**src/rtl/rc_pkg.sv**
```systemverilog
package rc_pkg;

  // Ternary compare of one entry against a key; widths up to 32 bits.
  function automatic logic tern_hit(input logic on, input logic [31:0] key,
                                    input logic [31:0] val, input logic [31:0] care);
    return on && (((key ^ val) & care) == 32'd0);
  endfunction

  // Index width for a count of items (at least one bit).
  function automatic int idx_w(input int n);
    return (n > 1) ? $clog2(n) : 1;
  endfunction

endpackage

```
**src/rtl/rc_field_list.sv**
```systemverilog
module rc_field_list #(
  parameter int W       = 4,
  parameter int ENTRIES = 4,
  parameter int EIW     = 2
) (
  input  logic           clk,
  input  logic           rst_n,
  input  logic           wr_en,
  input  logic [EIW-1:0] wr_idx,
  input  logic [W-1:0]   wr_val,
  input  logic [W-1:0]   wr_care,
  input  logic           wr_compl,
  input  logic           wr_on,
  input  logic [W-1:0]   key,
  output logic           field_hit
);

  logic [W-1:0]       val_q  [ENTRIES];
  logic [W-1:0]       care_q [ENTRIES];
  logic [ENTRIES-1:0] compl_q;
  logic [ENTRIES-1:0] on_q;

  // named internal events
  logic [ENTRIES-1:0] match_line;
  logic [ENTRIES-1:0] first_line;
  logic [ENTRIES-1:0] gated_line;

  always_ff @(posedge clk) begin
    if (!rst_n) begin
      on_q    <= '0;
      compl_q <= '0;
      for (int e = 0; e < ENTRIES; e++) begin
        val_q[e]  <= '0;
        care_q[e] <= '0;
      end
    end else if (wr_en) begin
      val_q[wr_idx]   <= wr_val;
      care_q[wr_idx]  <= wr_care;
      compl_q[wr_idx] <= wr_compl;
      on_q[wr_idx]    <= wr_on;
    end
  end

  generate
    for (genvar e = 0; e < ENTRIES; e++) begin : g_line
      assign match_line[e] = rc_pkg::tern_hit(on_q[e], 32'(key), 32'(val_q[e]),
                                              32'(care_q[e]));
    end
  endgenerate

  // first-match chain: a line passes only if no earlier line matched
  always_comb begin
    logic seen;
    seen = 1'b0;
    for (int e = 0; e < ENTRIES; e++) begin
      first_line[e] = match_line[e] & ~seen;
      seen          = seen | match_line[e];
    end
  end

  // complement gating: outside-range entries zero their line
  assign gated_line = first_line & ~compl_q;
  assign field_hit  = |gated_line;

  assert_hit_needs_match_R2: assert property (@(posedge clk) disable iff (!rst_n)
    field_hit |-> (|match_line));

  assert_first_is_lowest_R2: assert property (@(posedge clk) disable iff (!rst_n)
    (|match_line) |-> $onehot(first_line));

  assert_storage_hold_R7: assert property (@(posedge clk) disable iff (!rst_n)
    !wr_en |=> ($stable(on_q) && $stable(compl_q)));

endmodule

```
**src/rtl/rc_prio_enc.sv**
```systemverilog
module rc_prio_enc #(
  parameter int                 NUM_RULES   = 3,
  parameter int                 RIW         = 2,
  parameter int                 ACT_W       = 3,
  parameter logic [ACT_W-1:0]   DEFAULT_ACT = '1
) (
  input  logic [NUM_RULES-1:0]       rule_hit,
  input  logic [NUM_RULES*ACT_W-1:0] act_tab,
  output logic                       any_hit,
  output logic [RIW-1:0]             win_idx,
  output logic [ACT_W-1:0]           win_act
);

  // scan from the top down so the lowest hitting index wins
  always_comb begin
    any_hit = 1'b0;
    win_idx = '0;
    win_act = DEFAULT_ACT;
    for (int r = NUM_RULES - 1; r >= 0; r--) begin
      if (rule_hit[r]) begin
        any_hit = 1'b1;
        win_idx = RIW'(r);
        win_act = act_tab[r*ACT_W +: ACT_W];
      end
    end
  end

endmodule

```
**src/rtl/range_classifier.sv**
```systemverilog
module range_classifier #(
  parameter int               NUM_RULES   = 3,
  parameter int               NUM_FIELDS  = 2,
  parameter int               FIELD_W     = 4,
  parameter int               ENTRIES     = FIELD_W,
  parameter int               ACT_W       = 3,
  parameter logic [ACT_W-1:0] DEFAULT_ACT = 3'd7,
  localparam int              RIW         = rc_pkg::idx_w(NUM_RULES),
  localparam int              FIW         = rc_pkg::idx_w(NUM_FIELDS),
  localparam int              EIW         = rc_pkg::idx_w(ENTRIES),
  localparam int              HDR_W       = NUM_FIELDS * FIELD_W
) (
  input  logic               clk,
  input  logic               rst_n,
  input  logic               in_valid,
  input  logic [HDR_W-1:0]   in_hdr,
  input  logic               cfg_ent_we,
  input  logic [RIW-1:0]     cfg_rule,
  input  logic [FIW-1:0]     cfg_field,
  input  logic [EIW-1:0]     cfg_idx,
  input  logic [FIELD_W-1:0] cfg_value,
  input  logic [FIELD_W-1:0] cfg_care,
  input  logic               cfg_compl,
  input  logic               cfg_on,
  input  logic               cfg_act_we,
  input  logic [RIW-1:0]     cfg_act_rule,
  input  logic [ACT_W-1:0]   cfg_act_code,
  output logic               out_valid,
  output logic               out_hit,
  output logic [RIW-1:0]     out_rule,
  output logic [ACT_W-1:0]   out_action
);

  logic [NUM_FIELDS-1:0]      fld_hit [NUM_RULES];
  logic [NUM_RULES-1:0]       rule_hit;
  logic [NUM_RULES*ACT_W-1:0] act_tab;
  logic                       any_hit;
  logic [RIW-1:0]             win_idx;
  logic [ACT_W-1:0]           win_act;

  generate
    for (genvar r = 0; r < NUM_RULES; r++) begin : g_rule
      for (genvar f = 0; f < NUM_FIELDS; f++) begin : g_field
        logic sel;
        assign sel = cfg_ent_we && (cfg_rule == RIW'(r)) && (cfg_field == FIW'(f));
        rc_field_list #(.W(FIELD_W), .ENTRIES(ENTRIES), .EIW(EIW)) u_list (
          .clk       (clk),
          .rst_n     (rst_n),
          .wr_en     (sel),
          .wr_idx    (cfg_idx),
          .wr_val    (cfg_value),
          .wr_care   (cfg_care),
          .wr_compl  (cfg_compl),
          .wr_on     (cfg_on),
          .key       (in_hdr[f*FIELD_W +: FIELD_W]),
          .field_hit (fld_hit[r][f])
        );
      end
      assign rule_hit[r] = &fld_hit[r];

      // action slot of this rule
      always_ff @(posedge clk) begin
        if (!rst_n)
          act_tab[r*ACT_W +: ACT_W] <= '0;
        else if (cfg_act_we && (cfg_act_rule == RIW'(r)))
          act_tab[r*ACT_W +: ACT_W] <= cfg_act_code;
      end
    end
  endgenerate

  rc_prio_enc #(.NUM_RULES(NUM_RULES), .RIW(RIW), .ACT_W(ACT_W),
                .DEFAULT_ACT(DEFAULT_ACT)) u_prio (
    .rule_hit (rule_hit),
    .act_tab  (act_tab),
    .any_hit  (any_hit),
    .win_idx  (win_idx),
    .win_act  (win_act)
  );

  always_ff @(posedge clk) begin
    if (!rst_n) begin
      out_valid  <= 1'b0;
      out_hit    <= 1'b0;
      out_rule   <= '0;
      out_action <= '0;
    end else begin
      out_valid <= in_valid;
      if (in_valid) begin
        out_hit    <= any_hit;
        out_rule   <= win_idx;
        out_action <= win_act;
      end
    end
  end

  assert_valid_follows_R6: assert property (@(posedge clk) disable iff (!rst_n)
    in_valid |=> out_valid);

  assert_valid_drops_R6: assert property (@(posedge clk) disable iff (!rst_n)
    !in_valid |=> (!out_valid && $stable(out_action) && $stable(out_rule)));

  assert_default_on_miss_R5: assert property (@(posedge clk) disable iff (!rst_n)
    (out_valid && !out_hit) |-> (out_action == DEFAULT_ACT && out_rule == '0));

  assert_hit_is_any_rule_R3: assert property (@(posedge clk) disable iff (!rst_n)
    in_valid |=> (out_hit == $past(|rule_hit)));

  assert_lowest_rule_R4: assert property (@(posedge clk) disable iff (!rst_n)
    (in_valid && (|rule_hit)) |=>
      (((($past(rule_hit) >> out_rule) & NUM_RULES'(1)) != '0) &&
       (($past(rule_hit) & ((NUM_RULES'(1) << out_rule) - NUM_RULES'(1))) == '0)));

endmodule

```
**config.mk**
```make
export PLATFORM = sky130hd
export DESIGN_NAME = range_classifier
export DESIGN_NICKNAME = d
export VERILOG_FILES = /design/src/rtl/rc_pkg.sv /design/src/rtl/rc_field_list.sv /design/src/rtl/rc_prio_enc.sv /design/src/rtl/range_classifier.sv
export SDC_FILE = /design/constraint.sdc
export NUM_CORES = 1
export LEC_CHECK = 0
export ABC_AREA = 1
export CAP_MARGIN = 30
export CORE_MARGIN = 2
export CORE_UTILIZATION = 40
export CTS_CLUSTER_SIZE = 30
export DETAILED_ROUTE_END_ITERATION = 8
export GPL_TIMING_DRIVEN = 0
export PLACE_DENSITY = 0.59
export SYNTH_ARGS = -nofsm -noshare
export SYNTH_HDL_FRONTEND = slang
export SYNTH_SLANG_ARGS = --single-unit
```
**constraint.sdc**
```tcl
create_clock -name clk -period 5.71 [get_ports clk]
set_input_delay 0.571 -clock clk [delete_from_list [all_inputs] [get_ports clk]]
set_output_delay 0.571 -clock clk [all_outputs]
set_load 0.01 [all_outputs]
```
-- Yosys cells after proc, flatten, opt, wreduce, memory -nomap -nowiden
Memories as Yosys holds them, arrays and structs flattened.
Index checks and enable logic that the tools add are counted.
- bits in registers: 64
- bits in latches: 0
- memory bits (writable): 192
- ROM bits: 0
- bits of input ports: 33
- memories kept: 12
- add/sub/neg operators: 0
- $mul: 0
- div/mod/pow operators: 0
- magnitude comparators: 2
- equal/unequal tests: 4
- shifts and indexed selects: 0
- multiplexer cells: 78
- bitwise gates (word level): 109
- reduce and logical (&&, ||, !) cells: 84
- memories (name ; depth ; bits a word ; read ports ; clocked after Yosys merged registers in ; write ports ; RTL line ; RTL):
    g_rule[0].g_field[0].u_list.care_q ; 4 ; 4 ; 4 ; 0 ; 4 ; rc_field_list.sv:19 ; logic [W-1:0] care_q [ENTRIES];
    g_rule[0].g_field[0].u_list.val_q ; 4 ; 4 ; 4 ; 0 ; 4 ; rc_field_list.sv:18 ; logic [W-1:0] val_q [ENTRIES];
    g_rule[0].g_field[1].u_list.care_q ; 4 ; 4 ; 4 ; 0 ; 4 ; rc_field_list.sv:19 ;
    g_rule[0].g_field[1].u_list.val_q ; 4 ; 4 ; 4 ; 0 ; 4 ; rc_field_list.sv:18 ;
    g_rule[1].g_field[0].u_list.care_q ; 4 ; 4 ; 4 ; 0 ; 4 ; rc_field_list.sv:19 ;
    g_rule[1].g_field[0].u_list.val_q ; 4 ; 4 ; 4 ; 0 ; 4 ; rc_field_list.sv:18 ;
    +6 memories ; - ; - ; - ; - ; - ; - ;
- operators by type and width (kind ; count):
    32-bit by 4-bit AND with 32-bit output ; 24
    32-bit logical NOT ; 24
    4-bit XOR ; 24
    4-bit OR reduction ; 18
    4-bit bitwise mux ; 12
    4-bit two-way mux ; 12
    1-bit logical AND ; 37
    1-bit two-way mux ; 35
    2-bit two-way mux ; 15
    4-bit AND ; 6
    4-bit NOT ; 6
    1-bit NOT ; 19
    1-bit AND ; 18
    1-bit bitwise OR ; 12
    3-bit two-way mux ; 3
    2-bit AND reduction ; 3
    2-bit by 1-bit equality test with 1-bit output, second input constant ; 2
    2-bit equality test, second input constant ; 2
    2-bit logical NOT ; 2
    2-bit by 3-bit less-than comparator with 1-bit output, second input constant ; 1
    1-bit demux with 2-bit select ; 1
    2-bit by 1-bit greater-or-equal comparator with 1-bit output, second input constant ; 1

-- Longest topological paths before layout
Gate-level depths: netlist of run 1.
An unclocked memory read counts as a cell.
- word-level depth: 15
- mapped depth: 16
- mapped depth without buffers: 15

-- Modules after synthesis
A second synthesis of run 1 with hierarchy kept.
- cell total of the unflattened synthesis: 1415
- area, all modules: 12007.8 sq um
- modules (own cells, without submodules) (module ; times used ; cells each ; area an instance (sq um) ; seq. area each (sq um)):
    rc_field_list (g_rule[1].g_field[0].u_list ...) ; 4 ; 214 ; 1864.3 ; 1121.1
    rc_field_list (g_rule[0].g_field[1].u_list) ; 1 ; 214 ; 1860.5 ; 1121.1
    rc_field_list (g_rule[0].g_field[0].u_list) ; 1 ; 214 ; 1859.3 ; 1121.1
    range_classifier ; 1 ; 107 ; 715.7 ; 320.3
    rc_prio_enc ; 1 ; 24 ; 115.1 ; 0.0

-- Worst setup path after synthesis of run 1
Ideal clock, no wire load.
- path type: input port to flip-flop
- start point: in rst_n
- end point: mem g_rule[0].g_field[1].u_list.care_q[3][0], enable pin
- library setup time: 0.357 ns
- arrival: 1.856 ns
- data required time: 5.353 ns
- path slack: 3.496 ns
- stages on the path: 5
- buffers on the path: 4
- path through: clkbuf_1 buf_2 clkbuf_1 buf_1 o21ai_0
- RTL lines (item ; RTL line ; RTL):
    start, declared ; range_classifier.sv:14 ; input logic rst_n,
    end, declared ; rc_field_list.sv:19 ;

==> results by group, run 1 <==
Worst setup path
  – Worst R2R Path Depth: 12
  – Slowest CP cell: buf_1
  – CP arrival: around 3.0 ns
  – Reg-to-reg endpoint: out_action[0]
  – Crit path launch: rst_n
  – Reg2reg setup slack: 3.81 ns
  – R2R Path Start: g_rule[1].g_field[1].u_list.val_q[0][2]
  – Worst-path cell chain: clkbuf_1 -> buf_2 -> clkbuf_1 -> buf_1 -> o21ai_0 -> buf_2
  – Critical-path maximum fanout: 10
  – WS Path Type: in2reg
  – CP Capture Type: flip-flop
  – Slowest cell delay on critical path: 0.68 ns
  – CP Launch Type: input pin
  – Data required, critical path: 5.99 ns

Die
  – # rows: 62
  – Chip height: roughly 170 um
  – Core Region: 28500 um^2
  – Die Area: 30300 um^2
  – Starting Density: 0.405
  – Io pins: 40
  – Die W: ~170 um

Route
  – Top Layer Used: met4
  – Met3 Wirelength: 2460 um
  – 1st-iter DRT viols: ~750
  – M1 WL: ~14000 um
  – DRC: 0
  – Met2 WL: 14100 um
  – Drt pass-1 iters: 5
  – Vias/cell: between 5 and 6
  – Via count: between 8k and 9k
  – Routed Antenna Nets: 0
  – Wire length per cell: 18.0 um
  – Wirelength, routed: about 32000 um

Clocking
  – Clock buffer depth: 3
  – # clock sinks: roughly 260
  – Clk slew on worst S/H paths: ~0.06 ns
  – CTS tree: done
  – Postcts setup bufs: 0
  – CTS root buf: clkbuf_16
  – Clock Latency Late Sink: roughly 0.53 ns
  – Total CTS buffers: 27
  – Post-CTS Hold Fix Bufs: 0
  – Cts repair resizes: 0
  – H-tree Lvls: 1

Global routing
  – First-pass GRT wire length: roughly 48000 um
  – Largest net degree at the start of global routing: 15
  – Vias in the first global route: approximately 8.3k
  – GRT Util Overall: 0.211
  – Total grt overflow: 0
  – Initial antenna violation count: 0

Synth
  – Syn nets: 1316
  – Mapped Cells: around 1.3k
  – Share of synthesized registers carrying an async set or reset: 0
  – Avg Cell Area, Syn: 9.01 um^2
  – Cell Area, Synth: ~12000 um^2
  – Synth Flop Type: edfxtp_1
  – #FFs+latches synth: ~260
  – Warnings, synthesis: 0
  – EDFF count, synth: 192
  – Post-synth cell types: 34
  – Post-synthesis sequential area ratio: 0.610

Timing
  – RSZ-0062 raised after global routing: false
  – Setup Viol. Count Final: 0
  – Tcrit/Tclk final: 0.476
  – Slew @ Worst Pin: ~1.0 ns
  – Worst setup margin: around 3.0 ns
  – Clock skew: between 0.01 and 0.015 ns
  – Worst slew margin: 0.315
  – Period minus WS final: roughly 2.7 ns
  – Pins over their slew limit: 0
  – Max Clock Freq: roughly 370 MHz
  – Final hold violations: 0
  – Setup TNS: 0 ns

Placement
  – Post-DP Area: 12400 um^2
  – Pre-CTS setup slack: around 2.4 ns
  – Placed insts: between 1.5k and 2k
  – Post-DP HPWL: about 22000 um
  – GP Congestion: around 0.85
  – # port buffers: 34

Power and ir drop
  – Combinational share of power: 0.075
  – NetSw: 961 uW
  – Lkg Pwr: approximately 0.0053 uW
  – Switching part of the total: 0.232
  – Tot Pwr: between 4000 and 5000 uW
  – Share of power burned in registers: 0.510
  – Internal Power: around 3200 uW
  – Worst vdd ir: between 200 and 250 uV
  – Power Density: 311 nW/um^2
  – Clk pwr share: 0.414

Min path
  – Hold_sp: in_valid
  – Worst hold path type: in2reg
  – Hold Path End: out_valid
  – Worst hold stages: 3

Cells and area
  – Finished Layout Cells: 1761
  – # diodes: 0
  – Most frequent cells in the layout: nand2_1, nor2_1, edfxtp_1
  – Share of layout cells above drive strength 1: 0.0821
  – Design Area, Final: 13300 um^2
  – Commonest non-fill, non-tap cell in the layout: nand2_1
  – Final #Nets: roughly 1.4k
  – Synthesis-to-finish area growth: 15.2%

Run status
  – Status: finished clean

Run
  – Max_cap viols: 0
Yosys cell counts, types with 5 or more instances:
master / instances / share of area
a21oi_1: 26 / 0.011
buf_1: 5 / 0.0016
buf_2: 6 / 0.0026
buf_6: 9 / 0.0088
clkbuf_1: 41 / 0.013
dfxtp_1: 64 / 0.11
edfxtp_1: 192 / 0.50
inv_1: 108 / 0.035
nand2_1: 260 / 0.084
nand2_2: 6 / 0.0032
nand3_1: 130 / 0.056
nor2_1: 251 / 0.082
nor3_1: 36 / 0.016
o21ai_0: 65 / 0.028
o22ai_1: 14 / 0.0076
or2_1: 17 / 0.0092
or2_2: 23 / 0.012
layout make-up:
class                      count  area, um^2
sequential                   256        7050
buffer                        64         327
fill                        2793       15200
timing repair buffer          45         400
clock inverter                14         121
inverter                     111         417
tap                          384         480
clock buffer                  35         746
multi-input combinational    852        3770
routing by layer:
| metal | global-route usage | vias to the layer above |
|---|---|---|
| met5 | 0 | - |
| met4 | 0.0637 | 0 |
| met3 | 0.0346 | 54 |
| met2 | 0.331 | 298 |
| met1 | 0.301 | 4189 |
| li1 | - | 4372 |
cell families (layout without fill, tap and decap cells):
logic type | after synthesis | in the layout | share of synthesized area
buffers and inverters | 175 | 269 | 0.0643
AO/OA/AOI/OAI | 117 | 117 | 0.0550
AND/OR/NAND/NOR | 734 | 734 | 0.270
flip-flops | 256 | 256 | 0.610
XOR/XNOR | 1 | 1 | 0.000758
power groups by stage:
stage	sequential [uW]	clock [uW]	combinational, uW
global route	2120	1800	344
global placement	2150	0	304
floorplan	2150	0	181
finish	2120	1720	312
CTS	2120	1740	313
detailed placement	2150	0	312
registers in the layout, indices dropped and copies added, names as in the netlist:
signal	flops
act_tab	9
out_action	3
out_rule	2
out_valid	1
g_rule.g_field.u_list.care_q	96
out_hit	1
g_rule.g_field.u_list.on_q	24
g_rule.g_field.u_list.val_q	96
g_rule.g_field.u_list.compl_q	24
per-stage QoR:
stage	hold slack, ns	util
CTS	0.343	0.466
detailed placement	0.448	0.436
floorplan	0.429	-
global route	0.366	0.466
finish	0.357	0.466
global placement	0.442	0.434
worst max-delay path: cells and delay by family:
| family | cells | cell delay [ns] |
|---|---|---|
| AO/OA/AOI/OAI | 1 | 0.34 |
| buffers and inverters | 5 | 2.08 |
how the worst max path moves through the flow:
| stage | to | slack, ns | cells past startpoint |
|---|---|---|---|
| detailed placement | g_rule[0].g_field[1].u_list.care_q[3][2] | 2.44 | 6 |
| CTS | g_rule[0].g_field[1].u_list.care_q[3][2] | 3.00 | 6 |
| finish | g_rule[0].g_field[1].u_list.care_q[3][2] | 2.99 | 6 |
| global placement | g_rule[1].g_field[1].u_list.care_q[0][2] | 2.14 | 5 |
| global route | g_rule[0].g_field[1].u_list.care_q[3][2] | 2.84 | 6 |
| floorplan | g_rule[0].g_field[1].u_list.care_q[3][0] | 3.50 | 5 |
(Power assumes the default switching activity.)
==> run 2: changes to the inputs <==
Settings changed: PLACE_DENSITY 0.59 to 0.61.
Clock period 5.71 ns to 2.4 ns, I/O delays scaled along.
==> run 2 against run 1 <==
Compared with the run above:
- non-clock buffer count is the same
- cell area grew 0.16%
- core utilization grew 0.074 points
- critical path depth is the same
- sequential share of layout area shrank 0.084 points
- sequential power grew 140%
- total power grew 140%
- critical endpoint is now g_rule[1].g_field[0].u_list.val_q[1][0]
- largest cell class unchanged
==> results by group, run 2 (synthesized netlist as in run 1, its figures left out) <==
Placement
  – GP Congestion: 0.886 (was 0.855)
  – # port buffers: 34 (unchanged)
  – Placed insts: 1711 (was 1712)
  – Post-DP Area: 12400 um^2 (about the same)
  – Post-DP HPWL: 21900 um (was 22300 um)

Global routing
  – Initial antenna violation count: 0 (unchanged)
  – Largest net degree at the start of global routing: 15 (unchanged)
  – Total grt overflow: 0 (unchanged)
  – Vias in the first global route: 8433 (was 8321)
  – First-pass GRT wire length: 47900 um (was 48400 um)
  – GRT Util Overall: 0.208 (was 0.211)

Timing
  – Slew @ Worst Pin: 1.05 ns (was 1.03 ns)
  – Setup Viol. Count Final: 0 (unchanged)
  – Clock skew: 0.0152 ns (was 0.0131 ns)
  – Pins over their slew limit: 0 (unchanged)
  – Period minus WS final: 2.14 ns
  – Final hold violations: 0 (unchanged)
  – Max Clock Freq: 468 MHz
  – RSZ-0062 raised after global routing: false (unchanged)
  – Setup TNS: 0 ns (unchanged)
  – Hold slack: 0.0223 ns (was 0.357 ns)
  – Worst slew margin: 0.290 (was 0.315)
  – Tcrit/Tclk final: 0.891

Cells and area
  – Most frequent cells in the layout: nand2_1, nor2_1, edfxtp_1 (unchanged)
  – Design Area, Final: 13300 um^2 (about the same)
  – Biggest regs: g_rule.g_field.u_list.care_q (96), g_rule.g_field.u_list.val_q (96) (unchanged)
  – Finished Layout Cells: 1760 (was 1761)
  – # diodes: 0 (unchanged)
  – Reg area: 7050 um^2 (unchanged)
  – Multi-input logic area: 3770 um^2 (unchanged)
  – Share of layout cells above drive strength 1: 0.0799 (was 0.0821)
  – FILL cells: 2740 (was 2793)
  – Commonest non-fill, non-tap cell in the layout: nand2_1 (unchanged)
  – Synthesis-to-finish area growth: 15.4% (was 15.2%)
  – Final #Nets: 1389 (was 1390)

Run
  – Max_cap viols: 0 (unchanged)

Route
  – Wire length per cell: 17.8 um (was 18.0 um)
  – Drt pass-1 iters: 5 (unchanged)
  – Vias/cell: 5.05 (was 5.06)
  – Routed Antenna Nets: 0 (unchanged)
  – 1st-iter DRT viols: 700 (was 745)
  – Via count: 8883 (was 8913)
  – DRC: 0 (unchanged)
  – Wirelength, routed: 31400 um (was 31700 um)

Clocking
  – # clock sinks: 256 (unchanged)
  – Total CTS buffers: 26 (was 27)
  – Clock buffer depth: 3 (unchanged)
  – CTS tree: done (unchanged)
  – H-tree Lvls: 1 (unchanged)
  – Clock Latency Late Sink: 0.53 ns (about the same)
  – Clk slew on worst S/H paths: 0.06 ns (about the same)
  – CTS root buf: clkbuf_16 (unchanged)
  – Post-CTS Hold Fix Bufs: 0 (unchanged)

Power and ir drop
  – Lkg Pwr: 0.00527 uW (about the same)
  – Power Density: 744 nW/um^2 (was 311 nW/um^2)
  – Switching part of the total: 0.225 (was 0.232)
  – Tot Pwr: 9910 uW (was 4140 uW)
  – NetSw: 2230 uW (was 961 uW)
  – Internal Power: 7680 uW (was 3180 uW)
  – Clk pwr share: 0.417 (was 0.414)
  – Share of power burned in registers: 0.508 (was 0.510)
  – Combinational share of power: 0.075 (about the same)
  – Worst vdd ir: 599 uV (was 221 uV)

Die
  – Io pins: 40 (unchanged)
  – Core Region: 28500 um^2 (unchanged)
  – Die Area: 30300 um^2 (unchanged)
  – Chip height: 174 um (unchanged)
  – Starting Density: 0.405 (unchanged)
  – # rows: 62 (unchanged)
  – Die W: 174 um (unchanged)

Run status
  – Status: finished clean (unchanged)

Worst setup path
  – Critical-path maximum fanout: 7 (was 10)
  – WS Path Type: in2reg (unchanged)
  – Data required, critical path: 2.62 ns (was 5.99 ns)
  – CP arrival: 2.36 ns (was 3.00 ns)
  – CP Launch Type: input pin (unchanged)
  – CP Capture Type: flip-flop (unchanged)

Min path
  – Worst hold path type: in2reg (unchanged)
==> run 2: cell type report <==
class / count / share of cell area
Buffer: 64 / 0.0252
Clock buffer: 38 / 0.0568
Clock inverter: 10 / 0.00901
Inverter: 111 / 0.0313
Multi-Input combinational cell: 852 / 0.283
Sequential cell: 256 / 0.529
Tap cell: 384 / 0.0360
Timing Repair Buffer: 45 / 0.0302
==> run 2: final timing paths <==
| kind | start | endpoint | slack, ns | cells past startpoint |
|---|---|---|---|---|
| setup reg to reg | g_rule[1].g_field[1].u_list.val_q[0][2] | out_action[0] | 0.47 | 13 |
| hold / removal | in_valid | out_valid | 0.02 | 3 |
| hold reg to reg | g_rule[2].g_field[0].u_list.compl_q[3] | g_rule[2].g_field[0].u_list.compl_q[3] | 0.46 | 2 |
| setup / recovery | cfg_idx[0] | g_rule[1].g_field[0].u_list.val_q[1][0] | 0.26 | 6 |
==> run 2: layer usage <==
metal	vias up	GRT usage	part of all wire
met3	62	0.0383	0.081
met2	302	0.327	0.44
met1	4152	0.286	0.44
met5	-	0	0
li1	4367	-	-
met4	0	0.0830	0.037
==> run 2: stage by stage <==
step / util / setup slack [ns]
2_1_floorplan: - / 0.517
3_3_place_gp: 0.434 / -0.875
3_5_place_dp: 0.436 / -0.803
4_1_cts: 0.467 / 0.0617
5_1_grt: 0.467 / 0.0929
6_report: 0.467 / 0.261
==> run 2: timing repair <==
| action | in CTS | in global routing |
|---|---|---|
| endpoints found under the setup margin | 14 | 13 |
| setup buffers | 0 | 0 |
| gates resized for setup | 2 | 3 |
| hold endpoints to repair | 0 | 0 |
==> run 2: worst max-delay path, cell delays in order <==
cell and delay (ns):
clkdlybuf4s50_1 0.61, inv_1 0.06, nor2_1 0.41, inv_1 0.16
o21ai_0 0.54, buf_2 0.32
==> run 2: power groups by stage <==
stage | Combinational, uW | Sequential, uW | Clock [uW]
after detailed placement | 736 | 5130 | 0
after floorplan | 430 | 5110 | 0
after CTS | 741 | 5030 | 4160
after global routing | 816 | 5060 | 4340
final | 741 | 5030 | 4140
after global placement | 716 | 5120 | 0
==> run 3: changes to the inputs <==
Settings changed: CTS_CLUSTER_DIAMETER set to 200, PLACE_DENSITY 0.61 to 0.59.
Clock period 2.4 ns to 2.1 ns, I/O delays scaled along.
==> run 3 against run 2 <==
Compared with the run above:
- cell area decreased by 3.6%
- clock skew decreased by 0.0014 ns
- critical path type unchanged
- combinational power rose by 16%
- via count down 0.20%
- final cell count shrank 1.6%
- clock power decreased by 33%
- critical endpoint is now out_action[0]
- sequential power is 14% higher
- non-clock buffer count is the same
==> results by group, run 3 (synthesized netlist as in run 1, its figures left out) <==
Worst setup path
  – Most used cell along the critical path: nand2_1 (was inv_1)
  – Critical-path maximum fanout: 10 (was 7)
  – Data required, critical path: 2.53 ns (was 2.62 ns)
  – Crit path buf inv count: 2 (was 4)
  – Worst-path cell chain: clkdlybuf4s50_1 -> clkbuf_4 -> nand2_1 -> nand3_1 -> nand2_1 -> nor2_2 -> nand2_1 -> nand2_1 -> nand2_2 -> nand3_1 -> nand2_1 -> nand2_1 -> nand2_1 -> a21oi_2 (was clkdlybuf4s50_1 -> inv_1 -> nor2_1 -> inv_1 -> o21ai_0 -> buf_2)
  – CP arrival: 2.37 ns (was 2.36 ns)
  – Slowest CP cell: clkdlybuf4s50_1 (unchanged)
  – CP Capture Type: flip-flop (unchanged)
  – CP Launch Type: input pin (unchanged)
  – Delay-heaviest family, CP: simple AND/OR/NAND/NOR gates (was buffers and inverters)
  – Reg2reg setup slack: 0.25 ns (was 0.47 ns)
  – WS Path Type: in2reg (unchanged)
  – Slowest cell delay on critical path: 0.63 ns (was 0.61 ns)

Timing
  – RSZ-0062 raised after global routing: false (unchanged)
  – Pins over their slew limit: 0 (unchanged)
  – Tcrit/Tclk final: 0.926
  – Setup Viol. Count Final: 0 (unchanged)
  – Clock skew: 0.0138 ns (was 0.0152 ns)
  – Worst setup margin: 0.156 ns (was 0.261 ns)
  – Final hold violations: 0 (unchanged)
  – Worst slew margin: 0.332 (was 0.290)
  – Max Clock Freq: 514 MHz
  – Period minus WS final: approximately 2 ns
  – Slew @ Worst Pin: 1.00 ns (was 1.05 ns)

Route
  – Vias/cell: 5.12 (was 5.05)
  – Drt pass-1 iters: 7 (was 5)
  – Wirelength, routed: 31300 um (was 31400 um)
  – 1st-iter DRT viols: 900 (was 700)
  – Wire length per cell: 18.1 um (was 17.8 um)
  – Routed Antenna Nets: 0 (unchanged)
  – DRC: 0 (unchanged)
  – Via count: 8865 (was 8883)

Cells and area
  – Multi-input logic area: 3800 um^2 (was 3770 um^2)
  – Reg area: 7050 um^2 (unchanged)
  – Most frequent cells in the layout: nand2_1, nor2_1, edfxtp_1 (unchanged)
  – Finished Layout Cells: 1732 (was 1760)
  – Fin util: 0.450 (was 0.467)
  – Biggest regs: g_rule.g_field.u_list.care_q (96), g_rule.g_field.u_list.val_q (96) (unchanged)
  – Final #Nets: 1375 (was 1389)
  – # diodes: 0 (unchanged)
  – Synthesis-to-finish area growth: 11.2% (was 15.4%)
  – Commonest non-fill, non-tap cell in the layout: nand2_1 (unchanged)
  – Share of layout cells above drive strength 1: 0.0727 (was 0.0799)
  – FILL cells: 2844 (was 2740)

Clocking
  – Clock Latency Late Sink: 0.48 ns (was 0.53 ns)
  – Clock buffer depth: 3 (unchanged)
  – Total CTS buffers: 12 (was 26)
  – Postcts setup bufs: 0 (unchanged)
  – Clk slew on worst S/H paths: 0.11 ns (was 0.06 ns)
  – # clock sinks: 256 (unchanged)
  – CTS root buf: clkbuf_16 (unchanged)
  – CTS tree: done (unchanged)
  – H-tree Lvls: 1 (unchanged)

Placement
  – GP Congestion: 0.855 (was 0.886)
  – # port buffers: 34 (unchanged)
  – Pre-CTS setup slack: -0.807 ns (was -0.803 ns)
  – Post-DP HPWL: 22300 um (was 21900 um)
  – Placed insts: 1712 (was 1711)

Die
  – Die Area: 30300 um^2 (unchanged)
  – Die W: 174 um (unchanged)
  – Starting Density: 0.405 (unchanged)
  – Chip height: 174 um (unchanged)
  – Io pins: 40 (unchanged)
  – Core Region: 28500 um^2 (unchanged)
  – # rows: 62 (unchanged)

Power and ir drop
  – Worst vdd ir: 467 uV (was 599 uV)
  – Clk pwr share: 0.295 (was 0.417)
  – Tot Pwr: 9360 uW (was 9910 uW)
  – Power Density: 728 nW/um^2 (was 744 nW/um^2)
  – Switching part of the total: 0.242 (was 0.225)
  – NetSw: 2260 uW (was 2230 uW)
  – Lkg Pwr: 0.00503 uW (was 0.00527 uW)
  – Combinational share of power: 0.092 (was 0.075)
  – Internal Power: 7100 uW (was 7680 uW)
  – Share of power burned in registers: 0.613 (was 0.508)

Global routing
  – Gr busiest metal: met2 (unchanged)
  – GR Layer Usage met3: 0.0273 (was 0.0383)
  – Vias in the first global route: 8226 (was 8433)
  – Initial antenna violation count: 0 (unchanged)
  – Total grt overflow: 0 (unchanged)
  – Largest net degree at the start of global routing: 32 (was 15)
  – First-pass GRT wire length: 47900 um (about the same)
  – GR met1 Demand/Resource: 0.301 (was 0.286)
  – GRT Util Overall: 0.209 (was 0.208)
  – Met2 usage: 0.331 (was 0.327)

Run status
  – Status: finished clean (unchanged)

Run
  – Max_cap viols: 0 (unchanged)

Min path
  – Worst hold path type: in2reg (unchanged)
-- run 3: changes by cell type in the layout (fill, tap and decap cells not counted), sizes merged --
| cell | change |
|---|---|
| clkbuf | -17 |
| clkdlybuf4s50 | -1 |
| clkinvlp | +1 |
| buf | -1 |
| clkdlybuf4s15 | -1 |
| dlymetal6s2s | +1 |
| clkinv | -6 |
| bufinv | -3 |
| inv | -1 |
-- run 3: path summary, 6_finish.rpt --
path,cells past startpoint,to,start
setup reg to reg,12,out_action[0],g_rule[1].g_field[1].u_list.val_q[0][2]
hold reg to reg,2,g_rule[2].g_field[0].u_list.compl_q[3],g_rule[2].g_field[0].u_list.compl_q[3]
hold / removal,3,out_valid,in_valid
setup / recovery,14,out_action[0],in_hdr[6]
-- run 3: layout make-up --
type	instances	share of cell area
Buffer	64	0.0264
Clock buffer	19	0.0271
Clock inverter	1	0.00127
Inverter	111	0.0327
Multi-Input combinational cell	852	0.296
Sequential cell	256	0.548
Tap cell	384	0.0374
Timing Repair Buffer	45	0.0313
-- run 3: per-layer routing --
metal | vias to the layer above | routed length (um)
met5 | - | 0
met4 | 0 | 852
met3 | 48 | 2260
met2 | 294 | 14000
met1 | 4202 | 14200
li1 | 4321 | -
-- run 3: metrics by stage --
step / setup TNS, ns / instance area (um^2) / hold WS (ns)
2_1_floorplan: 0 / 11600 / 0.345
3_3_place_gp: -144.97 / 12400 / 0.442
3_5_place_dp: -95.65 / 12400 / 0.448
4_1_cts: 0 / 12800 / 0.0119
5_1_grt: 0 / 12900 / 0.0305
6_report: 0 / 12900 / 0.0146
-- run 3: worst register-to-register path, stage by stage, from the launching register on --
cell and delay (ns):
edfxtp_1 0.40, or2_2 0.30, nand3_1 0.07, nand2_1 0.09, nor2_2 0.17, nor2_1 0.07, nand3_1 0.10, nand2_2 0.12
nand2_2 0.15, nand2_1 0.07, nand2_1 0.06, nand2_1 0.08, a21oi_2 0.11
-- run 3: power groups by stage --
stage	clock network, uW	logic, uW	registers, uW
3_3_place_gp	0	826	5850
4_1_cts	2800	852	5740
2_1_floorplan	0	492	5840
6_report	2760	857	5740
3_5_place_dp	0	848	5860
5_1_grt	2970	945	5770
-- run 3: what timing repair did --
action                                  in CTS  in global routing
endpoints found under the setup margin      80                 81
gates cloned                                 0                  0
hold buffers                                 0                  0
gates resized for setup                      2                 21
pin swaps                                    0                  1
